### config.mk
export PLATFORM = sky130hd
export DESIGN_NAME = conv_mode_seq
export DESIGN_NICKNAME = d
export VERILOG_FILES = /design/src/rtl/conv_mode_seq.sv
export SDC_FILE = /design/constraint.sdc
export NUM_CORES = 1
export LEC_CHECK = 0
export BUFFER_PORTS_ARGS = -buffer_cell sky130_fd_sc_hd__buf_2
export CELL_PAD_IN_SITES_DETAIL_PLACEMENT = 1
export CELL_PAD_IN_SITES_GLOBAL_PLACEMENT = 1
export CORE_MARGIN = 10
export CORE_UTILIZATION = 43
export DETAILED_ROUTE_END_ITERATION = 10
export PLACE_DENSITY = 0.75
export SYNTH_ARGS = -nofsm -noshare
export SYNTH_HDL_FRONTEND = slang
export SYNTH_SLANG_ARGS = --single-unit
### constraint.sdc
create_clock -name clk -period 1.7 [get_ports clk]
set_input_delay 0.34 -clock clk [delete_from_list [all_inputs] [get_ports clk]]
set_output_delay 0.34 -clock clk [all_outputs]
set_load 0.05 [all_outputs]
### src/rtl/conv_mode_seq.sv
module conv_mode_seq #(
  parameter int COOL_CYCLES = 64,
  localparam int CW = $clog2(COOL_CYCLES + 1)
) (
  input  logic clk,
  input  logic rst_n,
  input  logic shdn_i,
  input  logic dir_down_i,
  input  logic start_ok_i,
  input  logic reg_ok_i,
  input  logic hot_i,
  input  logic vin_cross_i,
  input  logic pwm_i,
  output logic start_en_o,
  output logic main_en_o,
  output logic hs_force_o,
  output logic ilim_en_o
);

  typedef enum logic [2:0] {S_OFF, S_START, S_RUN, S_HOT, S_BYP} state_t;

  logic [5:0] raw, s1, s2;
  logic shdn_s, dir_s, start_s, reg_s, hot_s, vin_s;
  state_t state, nxt;
  logic [CW-1:0] cnt;
  logic cool_done;

  assign raw = {shdn_i, dir_down_i, start_ok_i, reg_ok_i, hot_i, vin_cross_i};
  assign {shdn_s, dir_s, start_s, reg_s, hot_s, vin_s} = s2;

  always_ff @(posedge clk or negedge rst_n) begin
    if (!rst_n) begin
      s1 <= '0;
      s2 <= '0;
    end else begin
      s1 <= raw;
      s2 <= s1;
    end
  end

  assign cool_done = !hot_s && (cnt == CW'(COOL_CYCLES - 1));

  always_comb begin
    nxt = state;
    if (shdn_s || !start_s) nxt = S_OFF;
    else begin
      case (state)
        S_OFF:   nxt = S_START;
        S_START: if (reg_s) nxt = S_RUN;
        S_RUN: begin
          if (!reg_s)              nxt = S_START;
          else if (hot_s && pwm_i) nxt = S_HOT;
          else if (vin_s)          nxt = S_BYP;
        end
        S_HOT:   if (cool_done) nxt = S_START;
        S_BYP:   if (!reg_s || !vin_s) nxt = S_START;
        default: nxt = S_OFF;
      endcase
    end
  end

  always_ff @(posedge clk or negedge rst_n) begin
    if (!rst_n) begin
      state <= S_OFF;
      cnt   <= '0;
    end else begin
      state <= nxt;
      if (state != S_HOT || hot_s) cnt <= '0;
      else if (!cool_done)         cnt <= cnt + 1'b1;
    end
  end

  assign start_en_o = (state == S_START) && !dir_s;
  assign main_en_o  = (state == S_RUN);
  assign hs_force_o = (state == S_BYP);
  assign ilim_en_o  = (state == S_RUN) || ((state == S_BYP) && dir_s);

  assert_shdn_off_R1: assert property (@(posedge clk) disable iff (!rst_n)
    shdn_s |=> !start_en_o && !main_en_o && !hs_force_o && !ilim_en_o);

  assert_uvlo_off_R6: assert property (@(posedge clk) disable iff (!rst_n)
    !start_s |=> !start_en_o && !main_en_o && !hs_force_o);

  assert_main_from_start_R4: assert property (@(posedge clk) disable iff (!rst_n)
    $rose(main_en_o) |-> $past(state == S_START));

  assert_hot_stop_R7: assert property (@(posedge clk) disable iff (!rst_n)
    (main_en_o && reg_s && hot_s && pwm_i) |=> !main_en_o && !hs_force_o);

  assert_hold_while_hot_R8: assert property (@(posedge clk) disable iff (!rst_n)
    (state == S_HOT && hot_s) |=> !start_en_o && !main_en_o);

endmodule

==> results of run 1 <==
-- cell usage in the layout, fill, tap and decap left out, types with 3 or more instances in the layout --
| master | count |
|---|---|
| dfrtp_1 | 19 |
| buf_2 | 9 |
| nor2_1 | 5 |
| buf_4 | 5 |
| nand2_1 | 4 |
| a21oi_1 | 4 |
| o21ai_0 | 4 |
| clkbuf_4 | 4 |
| or2_2 | 3 |
| nand4b_1 | 3 |
| dfrtp_2 | 3 |
-- registers in the layout (all words and copies together), names as in the netlist --
name   flops
cnt        7
s1         6
s2         6
state      3
-- power by group through the flow --
| stage | combinational [uW] | clock [uW] | sequential, uW |
|---|---|---|---|
| finish | 72.2 | 395 | 553 |
| global route | 80.5 | 440 | 556 |
| CTS | 68.6 | 409 | 552 |
| detailed placement | 58.2 | 0 | 564 |
| global placement | 56.6 | 0 | 563 |
| floorplan | 32.7 | 0 | 560 |
-- metrics by stage --
step / TNS [ns] / setup slack [ns] / util (%) / instances
after floorplan: -0.225 / -0.124 / - / 83
after global placement: 0 / 0.163 / 48.3 / 121
after detailed placement: 0 / 0.104 / 48.3 / 121
after CTS: 0 / 0.00720 / 53.2 / 130
after global routing: -0.159 / -0.0875 / 54.3 / 131
final: -0.0197 / -0.0187 / 54.3 / 131
-- repair_timing --
item | in CTS | in global routing
hold buffers | 1 | 0
pin swaps | 0 | 3
resized for setup | 6 | 6
endpoints found under the setup margin | 4 | 7
setup buffers | 4 | 1
endpoints found under the hold margin | 22 | 0
-- cell families (layout without fill, tap and decap cells) --
logic type,after synthesis,count (layout),share of synthesized area (%)
buf+inv,4,24,2.47
compound gates,16,16,11.7
flops,22,22,57.3
mux,2,2,2.08
fa+ha+maj,1,1,1.30
xor+xnor,2,2,1.82
simple gates,36,36,23.3
-- cell type report --
type                            instances  area, um2  share of cell area [%]
Timing Repair Buffer                   18        123                    10.4
Clock inverter                          1       30.0                    2.55
Tap cell                               28       35.0                    2.97
Sequential cell                        22        554                    47.0
Clock buffer                            3       22.5                    1.91
Multi-Input combinational cell         57        407                    34.5
Inverter                                2       7.51                   0.637
-- worst max path at each step --
stage / from / to / slack (ns) / cells after the start
after floorplan: state[2]$_DFFE_PN0P_ / ilim_en_o / -0.12 / 3
final: state[1]$_DFFE_PN0P_ / ilim_en_o / -0.02 / 4
after CTS: state[2]$_DFFE_PN0P_ / main_en_o / 0.007 / 3
after detailed placement: cnt[0]$_DFFE_PN0P_ / cnt[5]$_DFFE_PN0P_ / 0.10 / 5
after global placement: cnt[0]$_DFFE_PN0P_ / cnt[5]$_DFFE_PN0P_ / 0.16 / 5
after global routing: state[1]$_DFFE_PN0P_ / ilim_en_o / -0.09 / 4
-- metal layers --
| metal | wire length [um] | GRT usage, % | share of wire [%] |
|---|---|---|---|
| met4 | 0 | 3.08 | 0 |
| met5 | 0 | 0 | 0 |
| met1 | 831 | 10.2 | 41 |
| met3 | 95 | 2.98 | 4.6 |
| met2 | 1120 | 17.1 | 55 |
==> impl_metrics.toml, run 1 <==
[status]
status = "complete, but fails checks"
violations = "negative setup slack"

[cts]
cts_inserted_buffers = 3
clk_latency_ns = 0.30
clock_path_buffers = 2
clk_pin_slew_ns = 0.12
clock_sinks = 22
cts_root_buf = "clkbuf_4"
cts_tree = "yes"
cts_htree_levels = 1

[synth]
synth_cells = 83
yosysWarnings = 0
avgSynthCellArea_um2 = 11.6
synth.top_cell.area_share_pct = 57.3
ys_seq_elements = 22
synth_edf_count = 0
yosys-top-cells-count = "22 x dfrtp_1, 7 x nor2_1, 4 x a21oi_1, 4 x nand2_1, 4 x o21ai_0"
yosysMostFrequentCell = "dfrtp_1"
yosysUniqueCellTypes = 37
ys_seq_area_share_pct = 57.3
synthArstFlopShare_pct = 100
synthFlopType = "dfrtp_1"
syn-num-nets = 93
synth_area_um2 = 961
yosys.area.top_type = "dfrtp_1"
synth_area_leaders = "dfrtp_1 57%, nor2_1 2.7%, nand4b_1 2.7%"

[route]
wl_per_cell_um = 15.6
num_vias = 716
drtIter0Drc = 33
drt-pass1-iter-count = 4
drc = 0
drtAntennaViolNets = 0
wirelength_um = 2050
via_per_inst = 5.47

[die]
start_util_pct = 44.3
ios = 13
die_h_um = 67.3
die-area_um2 = 4530
core_um2 = 2170
die_w_um = 67.3
rows = 17

[global_routing]
track_usage_pct = 9.45
antenna_found_initial = 0
grt_overflow = 0
grt_first_pass_wirelength_um = 3320
grt_max_degree = 23
grt_pass1_vias = 747

[power_and_ir_drop]
irDropWorstVdd_uv = 617
total_power_uw = 1020
p_clk_share_pct = 38.7
leakagePower_uw = 0.000506
p_sw_uw = 209
pwr-share-comb_pct = 7.1
switching_share_pct = 20.5
seq_power_share_pct = 54.2
p_int_uw = 811
powerDensity_nw_per_um2 = 866

[setup_path]
start_kind = "flip-flop"
slowest_stage = "dfrtp_2"
timing.rr.start = "cnt[0]$_DFFE_PN0P_"
slowest_delay_ns = 0.49
r2r_setup_slack_ns = 0.09
worstReg2RegEnd = "cnt[5]$_DFFE_PN0P_"
critPathMaxFanout = 5
crit_type = "reg -> out"
worstRegToRegCells = 5
crit_path_end_kind = "primary output"
path_buf_inv = 1
worstPathRequired_ns = 1.36
critPathTopFamily = "flip-flops"
worstPathArrival_ns = 1.38
cp_cell_sequence = "nor2_2 > and2_4 > a21o_1 > buf_6"

[placement]
port_buffers = 12
place_area_um2 = 1050
gp_congestion = 0.746
dp_hpwl_um = 1370

[sta]
finalSetupViolations = 2
clock-skew-final_ns = 0.00417
rsz0062_at_grt = "yes"
hold_viol = 0
clock.fmax_mhz = 582
tightest_slew_ns = 0.471
layout_min_cycle_time_ns = 1.72
drv_slew = 0
slew_headroom_pct = 68.6
fin_crit_sh_pct = 101
layout_setup_ws_ns = -0.0187
timing.hold.ws_ns = 0.130

[cells_and_area]
syn_to_final_growth_pct = 22.7
n_fill_cell = 256
final_area_um2 = 1180
antenna_cells = 0
drive_above_1_share_pct = 38.8
nets = 114

[hold_path]
min_from = "reg_ok_i"
hp-class = "in -> reg"
hold_end = "s1[2]$_DFF_PN0_"
whs_path_depth = 1

[job]
cap_violations = 0
Note: power is estimated with default switching activity, not from simulation.
==> run 2, diff against run 1 <==
--- a/config.mk
+++ b/config.mk
@@ -11,6 +11,7 @@
 export CORE_MARGIN = 10
 export CORE_UTILIZATION = 43
 export DETAILED_ROUTE_END_ITERATION = 10
+export GPL_TIMING_DRIVEN = 0
 export PLACE_DENSITY = 0.75
 export SYNTH_ARGS = -nofsm -noshare
 export SYNTH_HDL_FRONTEND = slang
==> impl_metrics.toml, run 2 (synthesis gave the netlist of run 1 again) <==
[status]
status = "complete, no violations"

[sta]
layout_min_cycle_time_ns = 1.69
slew_headroom_pct = 68.3
rsz0062_at_grt = "yes"
fin_crit_sh_pct = 99.2
finalSetupViolations = 0
clock-skew-final_ns = 0.00109
hold_viol = 0
tightest_slew_ns = 0.475
drv_slew = 0
clock.fmax_mhz = 593

[setup_path]
crit_type = "reg -> out"
worstRegToRegCells = 6
critPathTopFamily = "flip-flops"
critPathMaxFanout = 5
r2r_setup_slack_ns = 0.06
slowest_stage = "dfrtp_2"
path_buf_inv = 1
crit_cells = 4
worstReg2RegEnd = "cnt[5]$_DFFE_PN0P_"
worstPathRequired_ns = 1.36
cp_cell_sequence = "nand2b_2 > nor2_2 > a21o_1 > buf_6"
timing.rr.start = "cnt[0]$_DFFE_PN0P_"
worstPathArrival_ns = 1.35
crit_path_end_kind = "primary output"
slowest_delay_ns = 0.44
start_kind = "flip-flop"

[power_and_ir_drop]
leakagePower_uw = 0.000534
pwr-share-comb_pct = 7.2
switching_share_pct = 20.4
seq_power_share_pct = 54.2
p_clk_share_pct = 38.6
p_sw_uw = 208
p_int_uw = 812
total_power_uw = 1020
irDropWorstVdd_uv = 691
powerDensity_nw_per_um2 = 834

[die]
start_util_pct = 44.3
die_h_um = 67.3
die_w_um = 67.3
ios = 13
rows = 17
die-area_um2 = 4530
core_um2 = 2170

[cells_and_area]
layout_common_cells = "19 x dfrtp_1, 9 x buf_2, 7 x buf_4, 5 x nor2_1, 5 x clkbuf_4"
final_area_um2 = 1220
stdcell_count = 136
drive_above_1_share_pct = 39.8
syn_to_final_growth_pct = 27.3
antenna_cells = 0
nets = 119
top_regs = "cnt (7), s1 (6), s2 (6)"
n_fill_cell = 249
top_register = "cnt"
multi_input_area_um2 = 407
layout_commonest_cell = "dfrtp_1"
seqCellArea_um2 = 554
largest_reg_flops = 7

[cts]
clk_pin_slew_ns = 0.12
cts_inserted_buffers = 3
clock_sinks = 22
cts_root_buf = "clkbuf_4"
cts_htree_levels = 1
clk_latency_ns = 0.30
clock_path_buffers = 2
cts_tree = "yes"

[job]
cap_violations = 0

[route]
drc = 0
via_per_inst = 5.10
drtIter0Drc = 26
wl_per_cell_um = 13.9
wirelength_um = 1890
num_vias = 693
drt-pass1-iter-count = 2
drtAntennaViolNets = 0

[hold_path]
whs_path_depth = 1
hp-class = "in -> reg"
min_from = "vin_cross_i"
hold_end = "s1[0]$_DFF_PN0_"

[global_routing]
antenna_found_initial = 0
grt_max_degree = 23
track_usage_pct = 9.49
grt_pass1_vias = 724
grt_first_pass_wirelength_um = 3300
grt_overflow = 0

[placement]
gp_congestion = 0.782
port_buffers = 12
place_inst = 123
dp_hpwl_um = 1330
place_area_um2 = 1060
## run 2: cell types whose count changed in the layout (fill, tap and decap cells not counted)
| cell | before | now |
|---|---|---|
| and2_1 | 1 | 2 |
| nand2b_4 | 1 | 0 |
| clkbuf_4 | 4 | 5 |
| and3_1 | 0 | 1 |
| buf_4 | 5 | 7 |
| and3_2 | 1 | 0 |
| nor4_4 | 0 | 1 |
| nor4_2 | 1 | 0 |
| and2_4 | 1 | 0 |
| buf_6 | 2 | 4 |
| nand2b_2 | 0 | 1 |
## run 2: stage by stage
| stage | TNS [ns] | util, % | setup WS [ns] | hold slack [ns] |
|---|---|---|---|---|
| 6_report | 0 | 56.4 | 0.0132 | 0.129 |
| 5_1_grt | -0.129 | 56.4 | -0.0599 | 0.0980 |
| 4_1_cts | 0 | 54.3 | 0.00357 | 0.115 |
| 3_5_place_dp | 0 | 49.1 | 0.0695 | 0.326 |
| 3_3_place_gp | 0 | 49.1 | 0.0834 | 0.321 |
| 2_1_floorplan | -0.225 | - | -0.124 | 0.0444 |
## run 2: metal layers
layer / share of wire [%] / GRT usage, % / up-vias
met3: 4.0 / 2.98 / 2
li1: - / - / 345
met4: 1.3 / 5.38 / 0
met2: 48 / 14.9 / 11
met5: 0 / 0 / -
met1: 47 / 11.2 / 335
## run 2: final cells by class
type	instances	share of cell area, %
clock buffers	3	1.84
inverters	2	0.613
plain buffers	2	1.33
flip-flops and latches	22	45.3
well taps	28	2.86
multi-input cells	57	33.2
clock inverters	1	2.45
repair buffers	21	12.4
## run 2: worst max path at each step
stage,startpoint,endpoint,slack [ns]
2_1_floorplan,state[2]$_DFFE_PN0P_,ilim_en_o,-0.12
3_3_place_gp,cnt[0]$_DFFE_PN0P_,cnt[5]$_DFFE_PN0P_,0.08
3_5_place_dp,cnt[0]$_DFFE_PN0P_,cnt[5]$_DFFE_PN0P_,0.07
4_1_cts,state[2]$_DFFE_PN0P_,main_en_o,0.004
5_1_grt,state[2]$_DFFE_PN0P_,start_en_o,-0.06
6_report,state[2]$_DFFE_PN0P_,ilim_en_o,0.01
## run 2: power groups by stage
stage	combinational (uW)	sequential, uW	clock, uW
5_1_grt	83.1	555	435
4_1_cts	71.2	552	411
6_report	73.5	553	394
2_1_floorplan	32.7	560	0
3_5_place_dp	58.0	564	0
3_3_place_gp	56.7	563	0
## run 2: what timing repair did
item | 4_1_cts | 5_1_grt
hold buffers | 1 | 0
endpoints found under the setup margin | 4 | 5
pin swaps | 0 | 2
setup buffers | 5 | 3
endpoints found under the hold margin | 22 | 0
gates resized for setup | 6 | 6
